## config.mk

```make
export PLATFORM = sky130hd
export DESIGN_NAME = dma_cpu_arbiter
export DESIGN_NICKNAME = d
export VERILOG_FILES = /design/src/rtl/arb_pkg.sv /design/src/rtl/level_filter.sv /design/src/rtl/rr_picker.sv /design/src/rtl/cpu_dma_decider.sv /design/src/rtl/dma_cpu_arbiter.sv
export SDC_FILE = /design/constraint.sdc
export NUM_CORES = 1
export LEC_CHECK = 0
export CORE_ASPECT_RATIO = 1.25
export CORE_MARGIN = 1
export CORE_UTILIZATION = 33
export CTS_CLUSTER_DIAMETER = 200
export CTS_CLUSTER_SIZE = 12
export DETAILED_ROUTE_END_ITERATION = 8
export GPL_TIMING_DRIVEN = 0
export PLACE_DENSITY = 0.55
export SYNTH_ARGS = -nofsm -noshare
export SYNTH_HDL_FRONTEND = slang
export SYNTH_SLANG_ARGS = --single-unit
```

## constraint.sdc

```tcl
create_clock -name clk -period 4.3 [get_ports clk]
set_clock_uncertainty 0.05 [all_clocks]
set_input_delay 0.645 -clock clk [delete_from_list [all_inputs] [get_ports clk]]
set_output_delay 0.645 -clock clk [all_outputs]
set_load 0.1 [all_outputs]
```

## src/rtl/arb_pkg.sv

```systemverilog
package arb_pkg;

  typedef enum logic [1:0] {
    LVL_LOW    = 2'd0,
    LVL_NORMAL = 2'd1,
    LVL_HIGH   = 2'd2
  } level_e;

  // Codes 2'b10 and 2'b11 both mean high urgency.
  function automatic level_e decode_level(input logic [1:0] code);
    if (code[1])      return LVL_HIGH;
    else if (code[0]) return LVL_NORMAL;
    else              return LVL_LOW;
  endfunction

endpackage

```

## src/rtl/level_filter.sv

```systemverilog
module level_filter
  import arb_pkg::*;
#(
  parameter int NUM_CH = 5
) (
  input  logic [NUM_CH-1:0]   req_i,
  input  logic [2*NUM_CH-1:0] prio_i,
  output logic [NUM_CH-1:0]   top_mask_o,
  output level_e              top_level_o,
  output logic                any_o
);

  logic [NUM_CH-1:0] is_high;
  logic [NUM_CH-1:0] is_norm;

  for (genvar i = 0; i < NUM_CH; i++) begin : g_dec
    level_e lvl;
    assign lvl        = decode_level(prio_i[2*i +: 2]);
    assign is_high[i] = req_i[i] && (lvl == LVL_HIGH);
    assign is_norm[i] = req_i[i] && (lvl == LVL_NORMAL);
  end

  always_comb begin
    any_o = |req_i;
    if (|is_high) begin
      top_level_o = LVL_HIGH;
      top_mask_o  = is_high;
    end else if (|is_norm) begin
      top_level_o = LVL_NORMAL;
      top_mask_o  = is_norm;
    end else begin
      top_level_o = LVL_LOW;
      top_mask_o  = req_i;
    end
  end

endmodule

```

## src/rtl/rr_picker.sv

```systemverilog
module rr_picker #(
  parameter int NUM_CH = 5,
  localparam int IDX_W = (NUM_CH > 1) ? $clog2(NUM_CH) : 1
) (
  input  logic              clk,
  input  logic              rst_n,
  input  logic [NUM_CH-1:0] mask_i,
  input  logic              advance_i,
  output logic [IDX_W-1:0]  pick_o
);

  logic [IDX_W-1:0] ptr_q;

  // First set bit at or after start, searching upward and wrapping.
  function automatic logic [IDX_W-1:0] first_from(input logic [NUM_CH-1:0] m,
                                                  input logic [IDX_W-1:0]  start);
    logic [IDX_W-1:0] r;
    logic found;
    int j;
    r = '0;
    found = 1'b0;
    for (int k = 0; k < NUM_CH; k++) begin
      j = int'(start) + k;
      if (j >= NUM_CH) j = j - NUM_CH;
      if (!found && m[j]) begin
        r = IDX_W'(j);
        found = 1'b1;
      end
    end
    return r;
  endfunction

  assign pick_o = first_from(mask_i, ptr_q);

  always_ff @(posedge clk) begin
    if (!rst_n) begin
      ptr_q <= '0;
    end else if (advance_i) begin
      ptr_q <= (pick_o == IDX_W'(NUM_CH - 1)) ? '0 : pick_o + 1'b1;
    end
  end

  AST_PTR_HOLD: assert property (@(posedge clk) disable iff (!rst_n)
    !advance_i |=> $stable(ptr_q));
  AST_PTR_RANGE: assert property (@(posedge clk) disable iff (!rst_n)
    ptr_q < IDX_W'(NUM_CH));
  AST_PICK_IN_MASK: assert property (@(posedge clk) disable iff (!rst_n)
    advance_i |-> mask_i[pick_o]);

endmodule

```

## src/rtl/cpu_dma_decider.sv

```systemverilog
module cpu_dma_decider
  import arb_pkg::*;
(
  input  logic   clk,
  input  logic   rst_n,
  input  logic   dma_any_i,
  input  level_e win_level_i,
  input  logic   cpu_req_i,
  output logic   dma_wins_o,
  output logic   cpu_grant_o,
  output logic   contested_normal_o
);

  logic cpu_won_last_q;

  assign contested_normal_o = dma_any_i && cpu_req_i && (win_level_i == LVL_NORMAL);

  always_comb begin
    if (!dma_any_i)                     dma_wins_o = 1'b0;
    else if (!cpu_req_i)                dma_wins_o = 1'b1;
    else if (win_level_i == LVL_HIGH)   dma_wins_o = 1'b1;
    else if (win_level_i == LVL_NORMAL) dma_wins_o = cpu_won_last_q;
    else                                dma_wins_o = 1'b0;
  end

  assign cpu_grant_o = cpu_req_i && !dma_wins_o;

  always_ff @(posedge clk) begin
    if (!rst_n) begin
      cpu_won_last_q <= 1'b0;
    end else if (contested_normal_o) begin
      cpu_won_last_q <= ~cpu_won_last_q;
    end
  end

  AST_NORMAL_ALTERNATES: assert property (@(posedge clk) disable iff (!rst_n)
    contested_normal_o && $past(contested_normal_o && cpu_grant_o) |-> dma_wins_o);
  AST_HIGH_BEATS_CPU: assert property (@(posedge clk) disable iff (!rst_n)
    dma_any_i && (win_level_i == LVL_HIGH) |-> dma_wins_o && !cpu_grant_o);
  AST_LOW_YIELDS: assert property (@(posedge clk) disable iff (!rst_n)
    dma_any_i && cpu_req_i && (win_level_i == LVL_LOW) |-> cpu_grant_o);

endmodule

```

## src/rtl/dma_cpu_arbiter.sv

```systemverilog
module dma_cpu_arbiter
  import arb_pkg::*;
#(
  parameter int NUM_CH = 5,
  localparam int IDX_W = (NUM_CH > 1) ? $clog2(NUM_CH) : 1
) (
  input  logic                clk,
  input  logic                rst_n,
  input  logic                cpu_req,
  input  logic [NUM_CH-1:0]   dma_req,
  input  logic [2*NUM_CH-1:0] dma_prio,
  output logic                grant_cpu,
  output logic [NUM_CH-1:0]   grant_dma
);

  logic [NUM_CH-1:0] top_mask;
  level_e            top_level;
  logic              dma_any;
  logic [IDX_W-1:0]  pick_idx;
  logic              dma_wins;
  logic              contested_normal;

  level_filter #(.NUM_CH(NUM_CH)) u_filter (
    .req_i       (dma_req),
    .prio_i      (dma_prio),
    .top_mask_o  (top_mask),
    .top_level_o (top_level),
    .any_o       (dma_any)
  );

  rr_picker #(.NUM_CH(NUM_CH)) u_rr (
    .clk       (clk),
    .rst_n     (rst_n),
    .mask_i    (top_mask),
    .advance_i (dma_wins),
    .pick_o    (pick_idx)
  );

  cpu_dma_decider u_decide (
    .clk                (clk),
    .rst_n              (rst_n),
    .dma_any_i          (dma_any),
    .win_level_i        (top_level),
    .cpu_req_i          (cpu_req),
    .dma_wins_o         (dma_wins),
    .cpu_grant_o        (grant_cpu),
    .contested_normal_o (contested_normal)
  );

  for (genvar i = 0; i < NUM_CH; i++) begin : g_grant
    assign grant_dma[i] = dma_wins && (pick_idx == IDX_W'(i));
  end

  AST_GRANT_ONEHOT: assert property (@(posedge clk) disable iff (!rst_n)
    $onehot0({grant_cpu, grant_dma}));
  AST_GRANT_REQUESTED: assert property (@(posedge clk) disable iff (!rst_n)
    (grant_dma & ~dma_req) == '0);
  AST_IDLE_ZERO: assert property (@(posedge clk) disable iff (!rst_n)
    !cpu_req && !(|dma_req) |-> !grant_cpu && grant_dma == '0);
  AST_DMA_ALONE: assert property (@(posedge clk) disable iff (!rst_n)
    !cpu_req && (|dma_req) |-> $countones(grant_dma) == 1);
  AST_TOP_LEVEL: assert property (@(posedge clk) disable iff (!rst_n)
    (|grant_dma) |-> (grant_dma & top_mask) != '0);
  AST_NORMAL_FLAG: assert property (@(posedge clk) disable iff (!rst_n)
    contested_normal |-> cpu_req && (|dma_req));

endmodule

```

==> results of run 1 <==
## stage by stage
| step | hold WS (ns) | util [%] | area [µm²] | cells |
|---|---|---|---|---|
| after floorplan | 0.449 | - | 1610 | 211 |
| after global placement | 0.471 | 45.3 | 1900 | 289 |
| after detailed placement | 0.478 | 45.3 | 1900 | 289 |
| after CTS | 0.487 | 58.9 | 2470 | 322 |
| after global routing | 0.528 | 60.5 | 2540 | 325 |
| final | 0.487 | 60.5 | 2540 | 325 |
## what timing repair did
| item | in CTS | in global routing |
|---|---|---|
| buffers inserted | 30 | 3 |
| gates resized for setup | 124 | 26 |
| endpoints found under the setup margin | 7 | 5 |
| pin swaps | 34 | 23 |
## worst max-delay path, cell delays in order (launching register included)
cell        delay [ns]
dfxtp_4           0.34
buf_8             0.12
clkinvlp_4        0.11
ha_4              0.17
inv_2             0.05
ha_4              0.16
a21oi_4           0.14
buf_6             0.13
xnor2_4           0.12
or3b_4            0.41
a41oi_2           0.24
nand3_2           0.10
or3_4             0.40
nand2b_4          0.16
o21ai_4           0.10
inv_2             0.08
ha_4              0.17
ha_4              0.14
and2_4            0.13
buf_12            0.16
## metal layers
metal  routed length, µm  global-route usage (%)
met5                   0                       0
met4                  34                    3.78
met3                 165                    1.52
met2                2690                    41.9
met1                2040                    25.8
## area by class of cell
class / instances / share of cell area (%)
Buffer: 5 / 1.97
Clock buffer: 3 / 1.63
Inverter: 17 / 2.86
Multi-Input combinational cell: 185 / 67.8
Sequential cell: 4 / 3.50
Tap cell: 56 / 2.76
Timing Repair Buffer: 55 / 19.5
## cell usage in the layout, fill, tap and decap left out, drive strengths merged, types with 4 or more instances in the layout
cell and n:
a21oi 12, a31oi 6, and2 4, and3 5, buf 44, clkbuf 8, dfxtp 4, dlygate4sd2 7
ha 14, inv 16, mux2i 8, nand2 21, nand2b 5, nand3 6, nand3b 7, nand4 5
nor2 17, nor2b 6, nor3 4, o21ai 14
## state kept, by name (all words and copies together) (netlist names)
| signal | cells |
|---|---|
| u_decide.cpu_won_last_q | 1 |
| u_rr.ptr_q | 3 |
## logic make-up after synthesis
family	Yosys count	share of synthesized area (%)
simple gates	92	33.9
compound gates	65	33.1
buf+inv	22	6.15
flops	4	5.39
xor+xnor	5	2.95
mux	8	5.39
fa+ha+maj	15	13.1
## path summary, 6_finish.rpt
path,startpoint,endpoint,slack [ns],cells past startpoint
worst min register to register,u_decide.cpu_won_last_q,u_decide.cpu_won_last_q,0.49,2
worst max-delay path,u_rr.ptr_q[0],grant_dma[3],-0.04,19
worst min-delay path,u_decide.cpu_won_last_q,u_decide.cpu_won_last_q,0.49,2
worst max register to register,u_rr.ptr_q[0],u_rr.ptr_q[2],0.62,19
==> run metrics, run 1 <==
status complete, but fails checks; failing checks setup timing; Clk Latency, worst-skew pair 0.22 ns; DRC 0; Overflow after GRT 0; yosys warns 0; critical path data required time 3.61 ns; Slew headroom 35.9%; clock-pin slew on the worst setup and hold paths 0.04 ns; # diodes 0; DR vias 1775; worst slew pin tran 0.958 ns; Sinks on Clock Net 4; top_reg_cell synth dfxtp_1; nets 304; top cells by count, synth 20 x nand2_1, 16 x inv_1, 16 x nor2_1; initial antenna violation count 0; CTS tree yes; synthesis-to-layout area growth 71.0%; Placer Congestion 0.906; largest net degree at the start of global routing 11; Seq/Total Area, Yosys 5.39%; Critical Path Sink Type primary output; All-Layer GR Usage 22.1%; Post-Route Setup TNS -0.0516 ns; Filler cells 376; drt via density 5.46; first-pass GRT wire length 8.16 mm; Die H 77.0 µm; number of I/O port buffers 22; Num CTS Buffers 3; CP arrival 3.65 ns; Root Driver clkbuf_8; Synth Net Count 244; post-synthesis cell area 1490 µm²; FF/Latch Area 88.8 µm²; Hold Crit Class flip-flop to flip-flop; Synth area leader ha_1; drt first pass iters 4; final hold viol count 0; vias in the first global route 1791; Synth area leaders ha_1 12%, dfxtp_1 5.4%, mux2i_1 5.4%; Row Count 26; Final Max Slew Viols 0; mean area per synthesized cell 7.04 µm²; final period utilization 101%; MaxCap Viol Count 0; top cell type's share of synthesized area 11.8%; area of the core 4200 µm²; crit-path max FO 4; ANT nets after route 0; multi-input logic area 1720 µm²; DR iter-0 viols 63; Max Fclk 230 MHz; final worst path period need 4.34 ns; Starting Density 35.4%; pre-CTS setup slack -1.72 ns; most common cell in the netlist nand2_1; EDFF count, synth 0; CTS H-tree depth 1; CP startpoint kind flip-flop; WS Path Type flip-flop to primary output; drt wl/cell 15.2 µm; clock buffer depth 2; RSZ-0062 raised after global routing yes; HPWL Detailed 3.57 mm; Final Setup Violations 2; I/O pins 24; count of different cell masters after synthesis 62; die area 4770 µm²; Seq cells post-synth 4; hold buffers post-CTS 0; FFs w/ async S/R, synth 0%; Post-Route WL 4.93 mm; share of layout cells above drive strength 1 47.6%; Synth Instances 211; final setup margin -0.0403 ns; DIE WIDTH 62.0 µm
Power of run 1 is left out: the tool's default activity adds up to more than one toggle a clock period on the data nets, which glitch-free logic cannot reach.
==> run 2, diff against run 1 <==
--- a/config.mk
+++ b/config.mk
@@ -5,6 +5,7 @@
 export SDC_FILE = /design/constraint.sdc
 export NUM_CORES = 1
 export LEC_CHECK = 0
+export ABC_AREA = 1
 export CORE_ASPECT_RATIO = 1.25
 export CORE_MARGIN = 1
 export CORE_UTILIZATION = 33
@@ -13,6 +14,7 @@
 export DETAILED_ROUTE_END_ITERATION = 8
 export GPL_TIMING_DRIVEN = 0
 export PLACE_DENSITY = 0.55
+export SLEW_MARGIN = 10
 export SYNTH_ARGS = -nofsm -noshare
 export SYNTH_HDL_FRONTEND = slang
 export SYNTH_SLANG_ARGS = --single-unit
==> run metrics, run 2 <==
CTS H-tree depth 1; Slowest cell on crit path clkdlybuf4s50_1; Seq/Total Area, Yosys 5.54%; DIE WIDTH 61.2 µm; post-synthesis cell area 1450 µm²; Hold Crit Class flip-flop to flip-flop; top_reg_cell synth dfxtp_1; share of layout cells above drive strength 1 38.1%; final period utilization 95.9%; CP max stage delay 0.43 ns; final worst path period need 4.12 ns; die area 4650 µm²; WS Path Type input port to primary output; Max Fclk 243 MHz; CTS tree yes; # diodes 0; most common cell in the netlist nand2_1; Num CTS Buffers 3; DRC 0; Synth area leaders nand2_1 16%, ha_1 12%, inv_1 12%; Final Setup Violations 0; Die H 76.0 µm; Row Count 26; top cell type's share of synthesized area 16.1%; Critical Path Sink Type primary output; Hold Path Stages 2; Synth Instances 255; Largest register FFs 3; crit-path cells clkdlybuf4s50_1 > nand2_2 > nand2_1 > nor2_2 > nand2_2 > nor2_1 > nand2_1 > nand2_2 > inv_1 > nor2_1 > nor2_1 > nand2_2 > nand2_4 > inv_4 > nor2_1 > a31oi_2 > o21ai_4 > o22ai_4 > inv_2 > ha_4 > ha_4 > inv_4 > nor2_4 > buf_12; synthesis-to-layout area growth 55.5%; Synth Net Count 288; Post-Route WL 4.05 mm; Largest regs u_rr.ptr_q: 3 flops, u_decide.cpu_won_last_q: 1 flops; Synth area leader nand2_1; vias in the first global route 1576; mean area per synthesized cell 5.67 µm²; worst slew pin tran 0.959 ns; initial antenna violation count 0; Placer Congestion 0.843; r2r worst-path depth 22; DR iter-0 viols 42; status completed; area of the core 4130 µm²; top cells by count, synth 62 x nand2_1, 45 x inv_1, 29 x nand3_1, 29 x nor2_1, 14 x ha_1; CP startpoint kind input port; commonest non-fill, non-tap cells in the layout 49 x nand2_1, 35 x inv_1, 23 x nand3_1; pre-CTS setup slack -1.22 ns; final setup margin 0.177 ns; clock buffer depth 2; HPWL Detailed 3.22 mm; FFs w/ async S/R, synth 0%; Seq cells post-synth 4; Root Driver clkbuf_8; Filler cells 429; Slew headroom 35.9%; commonest non-fill, non-tap cell in the layout nand2_1; crit-path max FO 7; count of different cell masters after synthesis 30; yosys warns 0; hold buffers post-CTS 0; Clk Latency, worst-skew pair 0.21 ns; multi-input logic area 1470 µm²; Overflow after GRT 0; Final Max Slew Viols 0; drt via density 4.70; number of I/O port buffers 23; final hold viol count 0; clock-pin slew on the worst setup and hold paths 0.03 ns; critical path data required time 3.61 ns; largest net degree at the start of global routing 10; drt first pass iters 4; DR vias 1646; Sinks on Clock Net 4; largest register by flop count u_rr.ptr_q; CP arrival 3.43 ns; FF/Latch Area 85.1 µm²; All-Layer GR Usage 18.2%; ANT nets after route 0; Starting Density 35.0%; I/O pins 24; drt wl/cell 11.6 µm; first-pass GRT wire length 6.59 mm; MaxCap Viol Count 0; EDFF count, synth 0; nets 329
## run 2: changes by cell type after synthesis, sizes merged, moves of 6 or more
cell	delta
a21oi	-6
inv	+33
mux2i	-8
nand2	+52
nand3	+28
nand3b	-6
nor2	+17
nor2b	-6
## run 2: per-stage QoR
step	util, %	instance area (µm²)	setup TNS, ns	hold WS, ns	std cells
after floorplan	-	1480	-0.0239	0.389	255
after global placement	43.0	1780	-5.41	0.406	334
after detailed placement	43.0	1780	-5.51	0.415	334
after CTS	46.7	1930	0	0.421	342
after global routing	54.5	2250	-0.0625	0.464	350
final	54.5	2250	0	0.419	350
## run 2: cell type report
type / count / share of cell area, %
Sequential cell: 4 / 3.78
Inverter: 51 / 8.90
Tap cell: 56 / 3.11
Timing Repair Buffer: 37 / 17.1
Multi-Input combinational cell: 199 / 65.3
Clock buffer: 3 / 1.84
## run 2: cell families (layout without fill, tap and decap cells)
group / count (synthesis) / count (layout) / synth area share (%)
simple gates: 148 / 148 / 49.6
buf+inv: 52 / 91 / 13.8
compound gates: 30 / 30 / 13.0
fa+ha+maj: 15 / 15 / 13.5
xor+xnor: 6 / 6 / 4.67
flops: 4 / 4 / 5.54
## run 2: worst max-delay path, delay by kind of cell
family	cells	cell delay [ns]
adders and majority gates	2	0.33
and+or+nand+nor	13	1.07
buffers and inverters	6	0.87
AOI/OAI and AO/OA	3	0.51
## run 2: layer usage
layer	track usage, %	part of all wire (%)
met1	22.3	45
met2	32.3	55
met3	1.87	0.62
met4	4.77	0
met5	0	0
## run 2: worst paths after layout
| check | from | end | slack, ns |
|---|---|---|---|
| hold reg to reg | u_decide.cpu_won_last_q | u_decide.cpu_won_last_q | 0.42 |
| hold / removal | u_decide.cpu_won_last_q | u_decide.cpu_won_last_q | 0.42 |
| setup / recovery | dma_prio[1] | grant_dma[3] | 0.18 |
| setup reg to reg | u_rr.ptr_q[1] | u_rr.ptr_q[2] | 0.83 |
## run 2: what timing repair did
action | 4_1_cts | 5_1_grt
setup endpoints to repair | 5 | 5
pin swaps | 6 | 34
resized for setup | 56 | 69
hold endpoints to repair | 0 | 0
buffers inserted | 5 | 9
Power of run 2 is left out for the same reason.
==> run 3, diff against run 2 <==
--- a/config.mk
+++ b/config.mk
@@ -18,3 +18,4 @@
 export SYNTH_ARGS = -nofsm -noshare
 export SYNTH_HDL_FRONTEND = slang
 export SYNTH_SLANG_ARGS = --single-unit
+export TNS_END_PERCENT = 20
==> run metrics, run 3 (same netlist as run 2, synthesis figures left out) <==
crit-path max FO 6; Num CTS Buffers 3; WHS 0.416 ns; commonest non-fill, non-tap cells in the layout 46 x nand2_1, 36 x inv_1, 23 x nand3_1; critical path data required time 3.61 ns; share of layout cells above drive strength 1 40.7%; CP arrival 3.46 ns; number of I/O port buffers 23; hold buffers post-CTS 0; drt first pass iters 4; Root Driver clkbuf_8; nets 332; DIE WIDTH 61.2 µm; final hold viol count 0; first-pass GRT wire length 6.63 mm; MaxCap Viol Count 0; Final Max Slew Viols 0; largest net degree at the start of global routing 10; clock buffer depth 2; final worst path period need 4.15 ns; drt via density 4.80; ANT nets after route 0; Post-Route WL 4.08 mm; HPWL Detailed 3.15 mm; commonest non-fill, non-tap cell in the layout nand2_1; WS Path Type flip-flop to primary output; Row Count 26; largest register by flop count u_rr.ptr_q; clock-pin slew on the worst setup and hold paths 0.03 ns; Overflow after GRT 0; status completed; CP startpoint kind flip-flop; Clk Latency, worst-skew pair 0.21 ns; area of the core 4130 µm²; fin area 2330 µm²; Critical Path Sink Type primary output; DR vias 1695; Sinks on Clock Net 4; Hold Crit Class flip-flop to flip-flop; Max Fclk 241 MHz; Starting Density 35.0%; Largest regs u_rr.ptr_q: 3 flops, u_decide.cpu_won_last_q: 1 flops; Largest register FFs 3; DRC 0; Final Setup Violations 0; vias in the first global route 1539; # diodes 0; Die H 76.0 µm; Post-DP Area 1770 µm²; Slew headroom 35.8%; Placer Congestion 0.836; All-Layer GR Usage 18.2%; initial antenna violation count 0; DR iter-0 viols 63; die area 4650 µm²; I/O pins 24; drt wl/cell 11.6 µm; CTS H-tree depth 1; Filler cells 423; worst slew pin tran 0.960 ns; final period utilization 96.5%; synthesis-to-layout area growth 61.2%; CTS tree yes
==> run 3: cell count changes in the layout (fill, tap and decap cells not counted), sizes merged <==
cell           before  now
dlymetal6s2s        4    8
buf                19   22
clkdlybuf4s50      13   10
dlygate4sd2         1    0
==> run 3: what timing repair did <==
action                     in CTS  in global routing
gates cloned                    0                  0
setup buffers                   3                 13
setup endpoints to repair       5                  5
pin swaps                       3                 36
resized for setup              53                 86
==> run 3: worst max-delay path, cell delays in order, from the launching register on <==
cell and delay [ns]:
dfxtp_4 0.35, buf_6 0.12, clkinvlp_4 0.09, ha_4 0.14
inv_2 0.04, fa_2 0.43, nor2_4 0.15, nor2_4 0.08
xor2_4 0.18, inv_2 0.07, o21ai_2 0.15, nand2_2 0.10
a21oi_4 0.25, nand3_2 0.11, o21ai_2 0.19, o22ai_4 0.11
inv_2 0.11, ha_4 0.13, ha_4 0.12, inv_2 0.03
nor2_4 0.09, buf_12 0.18
==> run 3: through the flow <==
step           worst slack [ns]  TNS [ns]  util, %  instances
2_1_floorplan           -0.0658    -0.124        -        255
3_3_place_gp              -1.18     -5.35     42.8        334
3_5_place_dp              -1.22     -5.47     42.8        334
4_1_cts                 0.00766         0     45.9        340
5_1_grt                 -0.0359   -0.0941     56.4        353
6_report                  0.149         0     56.4        353
==> run 3: final timing paths <==
kind / from / endpoint / slack (ns) / cells after the start
min reg2reg: u_decide.cpu_won_last_q / u_decide.cpu_won_last_q / 0.42 / 2
max: u_rr.ptr_q[0] / grant_dma[3] / 0.15 / 21
min: u_decide.cpu_won_last_q / u_decide.cpu_won_last_q / 0.42 / 2
max reg2reg: u_rr.ptr_q[0] / u_rr.ptr_q[2] / 0.80 / 24
==> run 3: layout make-up <==
cell class	instances	area [µm²]	share of cell area [%]
flip-flops and latches	4	85.1	3.65
repair buffers	39	419	18.0
multi-input cells	199	1510	64.7
well taps	56	70.1	3.01
plain buffers	1	11.3	0.483
inverters	51	195	8.37
clock buffers	3	41.3	1.77
==> run 3: routing by layer <==
metal	part of all wire [%]	up-vias	global-route usage, %
met5	0	-	0
met4	0.29	0	4.32
met3	2.2	2	2.04
met2	55	20	31.0
met1	43	780	23.8
li1	-	893	-
Power of run 3 is left out for the same reason.
